`src/rtl/nap_pkg.sv`:
```
// Package: shared state encoding for the nap / power-down sequencer.
// Assumes: the encoding is visible at the top-level status port.
package nap_pkg;
    typedef enum logic [1:0] {
        ST_RUN  = 2'd0,
        ST_NAP  = 2'd1,
        ST_DOWN = 2'd2
    } nap_state_e;
endpackage

```
`src/rtl/nap_sync.sv`:
```
// Module: nap_sync
// Brings an asynchronous level into the clk domain through a flop chain.
// Assumes: STAGES >= 2; the reset value is the level the input is expected to hold.
module nap_sync #(
    parameter int   STAGES  = 2,
    parameter logic RST_VAL = 1'b1
) (
    input  logic clk,
    input  logic rst_n,
    input  logic async_in,
    output logic sync_out
);
    logic [STAGES-1:0] chain_q;

    // shift the sampled level one stage per edge
    always_ff @(posedge clk) begin
        if (!rst_n) chain_q <= {STAGES{RST_VAL}};
        else        chain_q <= {chain_q[STAGES-2:0], async_in};
    end

    assign sync_out = chain_q[STAGES-1];
endmodule

```
`src/rtl/nap_fsm.sv`:
```
// Module: nap_fsm
// State register (the stop stage) and the completion latch.
// Power-down has priority over nap entry/exit; io_done seen on the way into
// or inside power-down is remembered and decides the wake-up target.
// Assumes: on_sync is already synchronous; io_done is a single-cycle pulse.
module nap_fsm
    import nap_pkg::*;
(
    input  logic       clk,
    input  logic       rst_n,
    input  logic       on_sync,
    input  logic       sleep_mode,
    input  logic       io_wait,
    input  logic       io_done,
    output nap_state_e state
);
    nap_state_e state_d;
    logic       pend_q, pend_d;
    logic       down_req;

    // power-down wanted: enable inactive while in sleep mode
    assign down_req = !on_sync && sleep_mode;

    // next-state and completion-latch decision
    always_comb begin
        state_d = state;
        pend_d  = pend_q;
        unique case (state)
            ST_RUN: begin
                pend_d = 1'b0;
                if (down_req)                state_d = ST_DOWN;
                else if (io_wait && !io_done) state_d = ST_NAP;
            end
            ST_NAP: begin
                if (down_req) begin
                    state_d = ST_DOWN;
                    pend_d  = io_done;
                end else if (io_done) begin
                    state_d = ST_RUN;
                    pend_d  = 1'b0;
                end
            end
            ST_DOWN: begin
                if (on_sync) begin
                    pend_d  = 1'b0;
                    state_d = (io_wait && !pend_q && !io_done) ? ST_NAP : ST_RUN;
                end else begin
                    pend_d = pend_q || io_done;
                end
            end
            default: begin
                state_d = ST_RUN;
                pend_d  = 1'b0;
            end
        endcase
    end

    // stop-stage register and latch
    always_ff @(posedge clk) begin
        if (!rst_n) begin
            state  <= ST_RUN;
            pend_q <= 1'b0;
        end else begin
            state  <= state_d;
            pend_q <= pend_d;
        end
    end
endmodule

```
`src/rtl/nap_gate.sv`:
```
// Module: nap_gate
// Decodes the state into clock enables and the status code.
// Assumes: enables feed external gating cells; the serial domain is exempt.
module nap_gate
    import nap_pkg::*;
(
    input  nap_state_e state,
    output logic       core_clk_en,
    output logic       io_clk_en,
    output logic       ser_clk_en,
    output logic [1:0] state_code
);
    // map the state to the gating scopes
    always_comb begin
        core_clk_en = (state == ST_RUN);
        io_clk_en   = (state != ST_DOWN);
        ser_clk_en  = 1'b1;
        state_code  = state;
    end
endmodule

```
`src/rtl/core_nap_ctrl.sv`:
```
// Module: core_nap_ctrl (top)
// Nap / power-down sequencer: synchronizer, then stop-stage FSM, then enable decode.
// Stop and wake latency is SYNC_STAGES + 1 edges (3 at the default).
// Assumes: sleep_mode is synchronous to clk; core_on may be asynchronous.
module core_nap_ctrl
    import nap_pkg::*;
#(
    parameter int SYNC_STAGES = 2
) (
    input  logic       clk,
    input  logic       rst_n,
    input  logic       core_on,
    input  logic       sleep_mode,
    input  logic       io_wait,
    input  logic       io_done,
    output logic       core_clk_en,
    output logic       io_clk_en,
    output logic       ser_clk_en,
    output logic [1:0] state_code
);
    logic       on_sync;
    nap_state_e state;

    nap_sync #(.STAGES(SYNC_STAGES), .RST_VAL(1'b1)) u_sync (
        .clk(clk), .rst_n(rst_n), .async_in(core_on), .sync_out(on_sync)
    );

    nap_fsm u_fsm (
        .clk(clk), .rst_n(rst_n), .on_sync(on_sync), .sleep_mode(sleep_mode),
        .io_wait(io_wait), .io_done(io_done), .state(state)
    );

    nap_gate u_gate (
        .state(state), .core_clk_en(core_clk_en), .io_clk_en(io_clk_en),
        .ser_clk_en(ser_clk_en), .state_code(state_code)
    );
endmodule

```
`config.mk`:
```
export PLATFORM = sky130hd
export DESIGN_NAME = core_nap_ctrl
export DESIGN_NICKNAME = d
export VERILOG_FILES = /design/src/rtl/nap_pkg.sv /design/src/rtl/nap_sync.sv /design/src/rtl/nap_fsm.sv /design/src/rtl/nap_gate.sv /design/src/rtl/core_nap_ctrl.sv
export SDC_FILE = /design/constraint.sdc
export NUM_CORES = 1
export LEC_CHECK = 0
export ABC_AREA = 1
export BUFFER_PORTS_ARGS = -buffer_cell sky130_fd_sc_hd__buf_2
export CAP_MARGIN = 20
export CORE_AREA = 4 4 41 43
export DETAILED_ROUTE_END_ITERATION = 10
export DIE_AREA = 0 0 45 47
export SLEW_MARGIN = 20
export SYNTH_ARGS = -nofsm -noshare
export SYNTH_HDL_FRONTEND = slang
export SYNTH_SLANG_ARGS = --single-unit
```
`constraint.sdc`:
```
create_clock -name clk -period 3.4 [get_ports clk]
set_clock_uncertainty 0.2 [all_clocks]
set_input_delay 0.68 -clock clk [delete_from_list [all_inputs] [get_ports clk]]
set_output_delay 0.68 -clock clk [all_outputs]
set_load 0.02 [all_outputs]
```
# Word-level counts from Yosys, hierarchy flattened
# Index checks and enable logic that the tools add are counted.
# op_classes
n_eq_ne	6
mux	11
reduce_logical	10
# ops
operator	n
2-to-1 mux 2 bit	5
one-hot mux 2 bit (3 select lines)	1
logical AND 1 bit	4
2-to-1 mux 1 bit	4
!= test 2 bit (second input constant)	2
zero test 1 bit	3
!= test 3 x 1 -> 1 bit (second input constant)	1
!= test 3 x 2 -> 1 bit (second input constant)	1
AND reduction 3 bit	1
== test 2 x 1 -> 1 bit (second input constant)	1
== test 2 bit (second input constant)	1
zero test 2 bit	1
one-hot mux 1 bit (2 select lines)	1
logical OR 1 bit	1
# totals
reg_bits	5
in_bits	6
word_cells	30
output_inout_bits	5

# Depth between registers and ports, before layout
# depth
depth_word	6
ltp_mapped	9
depth_no_buf	9

# Hierarchy
# From an unflattened synthesis, not the netlist that was laid out.
# unflattened
hier_cells	54
hier_area_um2	366.6
# modules_own_cells
module	n_inst	cells_each	area_per_inst_um2
nap_fsm	1	41	274.0
nap_sync	1	6	55.1
nap_gate	1	7	37.5

# Worst setup path after synthesis
# OpenSTA, ideal clock, no wires.
# synth_path
kind	register -> output
startpoint	register u_fsm.state[0]
endpoint	output io_clk_en
required_ns	2.520
setup_slack_ns	1.619
t_arrival_ns	0.901
path_buffers	0
stages_incl_launch_ff	4
cell_sequence	dfxtp_1 > inv_1 > ha_1 > inv_2
# synth_between
elab_chain_cells	1
# synth_rtl
item	line	rtl
from (decl)	nap_fsm.sv:15	output nap_state_e state
from (signal assigned)	nap_fsm.sv:64	state <= state_d;
!= test 2 bit	nap_gate.sv:16	io_clk_en = (state != ST_DOWN);
to (decl)	core_nap_ctrl.sv:17	output logic io_clk_en,
# No other way between the ends.

# Worst setup path in the final report
# Ends and elaborated chain as after synthesis.

==> metrics.cfg <==
[outcome]
status=complete, no violations

[setup_path]
crit_path_max_fanout=4
crit_type=flop to output port
worstPathArrival_ps=1150
endpoint_kind=output port
start_kind=flop
cp.required_ps=2520
path_cells=inv_1 -> ha_1 -> inv_2 -> buf_2
cp_slowest_cell=dfxtp_1
r2r_cells=7
path_depth=4
critPathTopFamily=flip-flops
path_buf_inv=3
slowest_delay_ps=370

[global_route]
grt_overflow=0
grt_usage=0.0774
grt_pass1_vias=317
grt_max_degree=6
antenna_found_initial=0
grt_pass1_wl_um=1170

[synthesis]
synth.distinct_cells=17
synth-seq-cells=5
synth_area_per_cell_um2=6.91
synth.yosys.seq_area_share=0.290
syn-instance-count=50
syn_area_um2=345
yosysWarnings=0
syn_nets=60

[die]
core-area_mm2=0.00130
io_pins=11
start_util=0.265
die_w_um=45
die-area_mm2=0.00212
die_h_um=47
rows=13

[route]
wl_per_cell_um=8.45
drtIter0Drc=2
route.detailed.drc=0
via_count=325
finalWirelength_um=651
firstDrtPassIters=2
ant_nets=0
vias_per_cell=4.22

[place]
port_buffers=9
dp_hpwl_um=584
place_congestion=0.697

[layout]
drive_gt1_frac=0.306
syn2layout_area_growth_pct=23.9
fill_cells=158
layout_commonest_cell=nand2_1
nNetsFinal=73
final_cell_mix=nand2_1 (10), buf_2 (9), inv_1 (7)
diodes=0

[clock_tree]
cts-root-buf=clkbuf_4
postCtsHoldBufs=0
cts.clk_slew.worst_paths_ps=40
clock_latency_ps=240
htreeDepth=1
cts_buffers=3
postCtsSetupBuffers=0
clockBufferDepth=2
cts_sinks=5
cts_resized=0
cts_tree=done

[timing]
rsz0062_at_grt=false
setup_viol=0
fin_tns_setup_ps=0
min_period_over_period=0.596
drv_slew=0
timing.hold.ws_ps=197
max_freq_ghz=0.493
hold_viol_final=0
layout_min_cycle_time_ps=2030

[min_path]
worstHoldPathType=flop to flop
holdPathStages=2

[power_and_ir_drop]
power_density_mw_per_mm2=784
ir_worst_vdd_uv=287
p_leak_nw=0.236

[flow_run]
maxCapViolCount=0

==> area by class of cell <==
type                            instances  area, um^2  area share
Sequential cell                         5         100       0.234
Inverter                               10        37.5      0.0877
Clock buffer                            4        26.3      0.0614
Timing Repair Buffer                    9        45.0       0.105
Multi-Input combinational cell         34         200       0.468
Tap cell                               15        18.8      0.0439
==> state kept, by name, indices dropped and copies added, names as in the netlist <==
name            count
u_fsm.pend_q        1
u_fsm.state         2
u_sync.chain_q      2
==> power by group <==
group / switching, W / internal [W] / total, W
Combinational: 0.000114 / 0.0000704 / 0.000184
Clock: 0.0000230 / 0.0000443 / 0.0000673
Sequential: 0.0000124 / 0.0000716 / 0.0000839
==> Yosys cell counts, drive strengths merged <==
cell	count	area [um^2]
a21oi	4	23.8
buf	1	7.51
conb	1	3.75
dfxtp	5	100
ha	4	50.1
inv	10	37.5
nand2	11	48.8
nand3	4	25.0
nand3b	1	7.51
nand4	1	6.26
nor2	7	28.8
or2	1	6.26
==> routing by layer <==
layer  up-vias  share of wire  GRT usage
li1        175              -          -
met1       139           0.41     0.0886
met2         9           0.50      0.121
met3         2          0.069     0.0153
met4         0          0.023     0.0702
met5         -              0          0
==> tightest hold or removal path, delay by kind of cell, from the launching register on <==
| kind | cells | cell delay (ps) |
|---|---|---|
| AND/OR/NAND/NOR | 1 | 40 |
| buffers and inverters | 1 | 30 |
| flip-flops | 1 | 300 |
==> per-stage QoR <==
| stage | area [um^2] | util | instances | setup WS, ps | total power (W) |
|---|---|---|---|---|---|
| global route | 428 | 0.329 | 77 | 1270 | 0.000376 |
| finish | 428 | 0.329 | 77 | 1370 | 0.000335 |
| CTS | 428 | 0.329 | 77 | 1340 | 0.000342 |
| floorplan | 345 | - | 50 | 1620 | 0.000225 |
| global placement | 402 | 0.309 | 73 | 1600 | 0.000273 |
| detailed placement | 402 | 0.309 | 73 | 1610 | 0.000273 |
==> final timing paths <==
check	to	from	slack [ps]
setup reg to reg	u_fsm.state[1]$_SDFFE_PN0P_	u_fsm.state[0]$_SDFFE_PN0P_	1900
hold / removal	u_sync.chain_q[1]$_SDFF_PN1_	u_sync.chain_q[0]$_SDFF_PN1_	200
setup / recovery	io_clk_en	u_fsm.state[0]$_SDFFE_PN0P_	1370
hold reg to reg	u_sync.chain_q[1]$_SDFF_PN1_	u_sync.chain_q[0]$_SDFF_PN1_	200
==> cell families (layout without fill, tap and decap cells) <==
logic type,Yosys count,in the layout,share of synthesized area
and+or+nand+nor,25,25,0.355
buffers and inverters,11,23,0.130
DFF,5,5,0.290
adders and majority gates,4,4,0.145
AOI/OAI and AO/OA,4,4,0.0688
other,1,1,0.0109
Power figures use the tool's default switching activity.
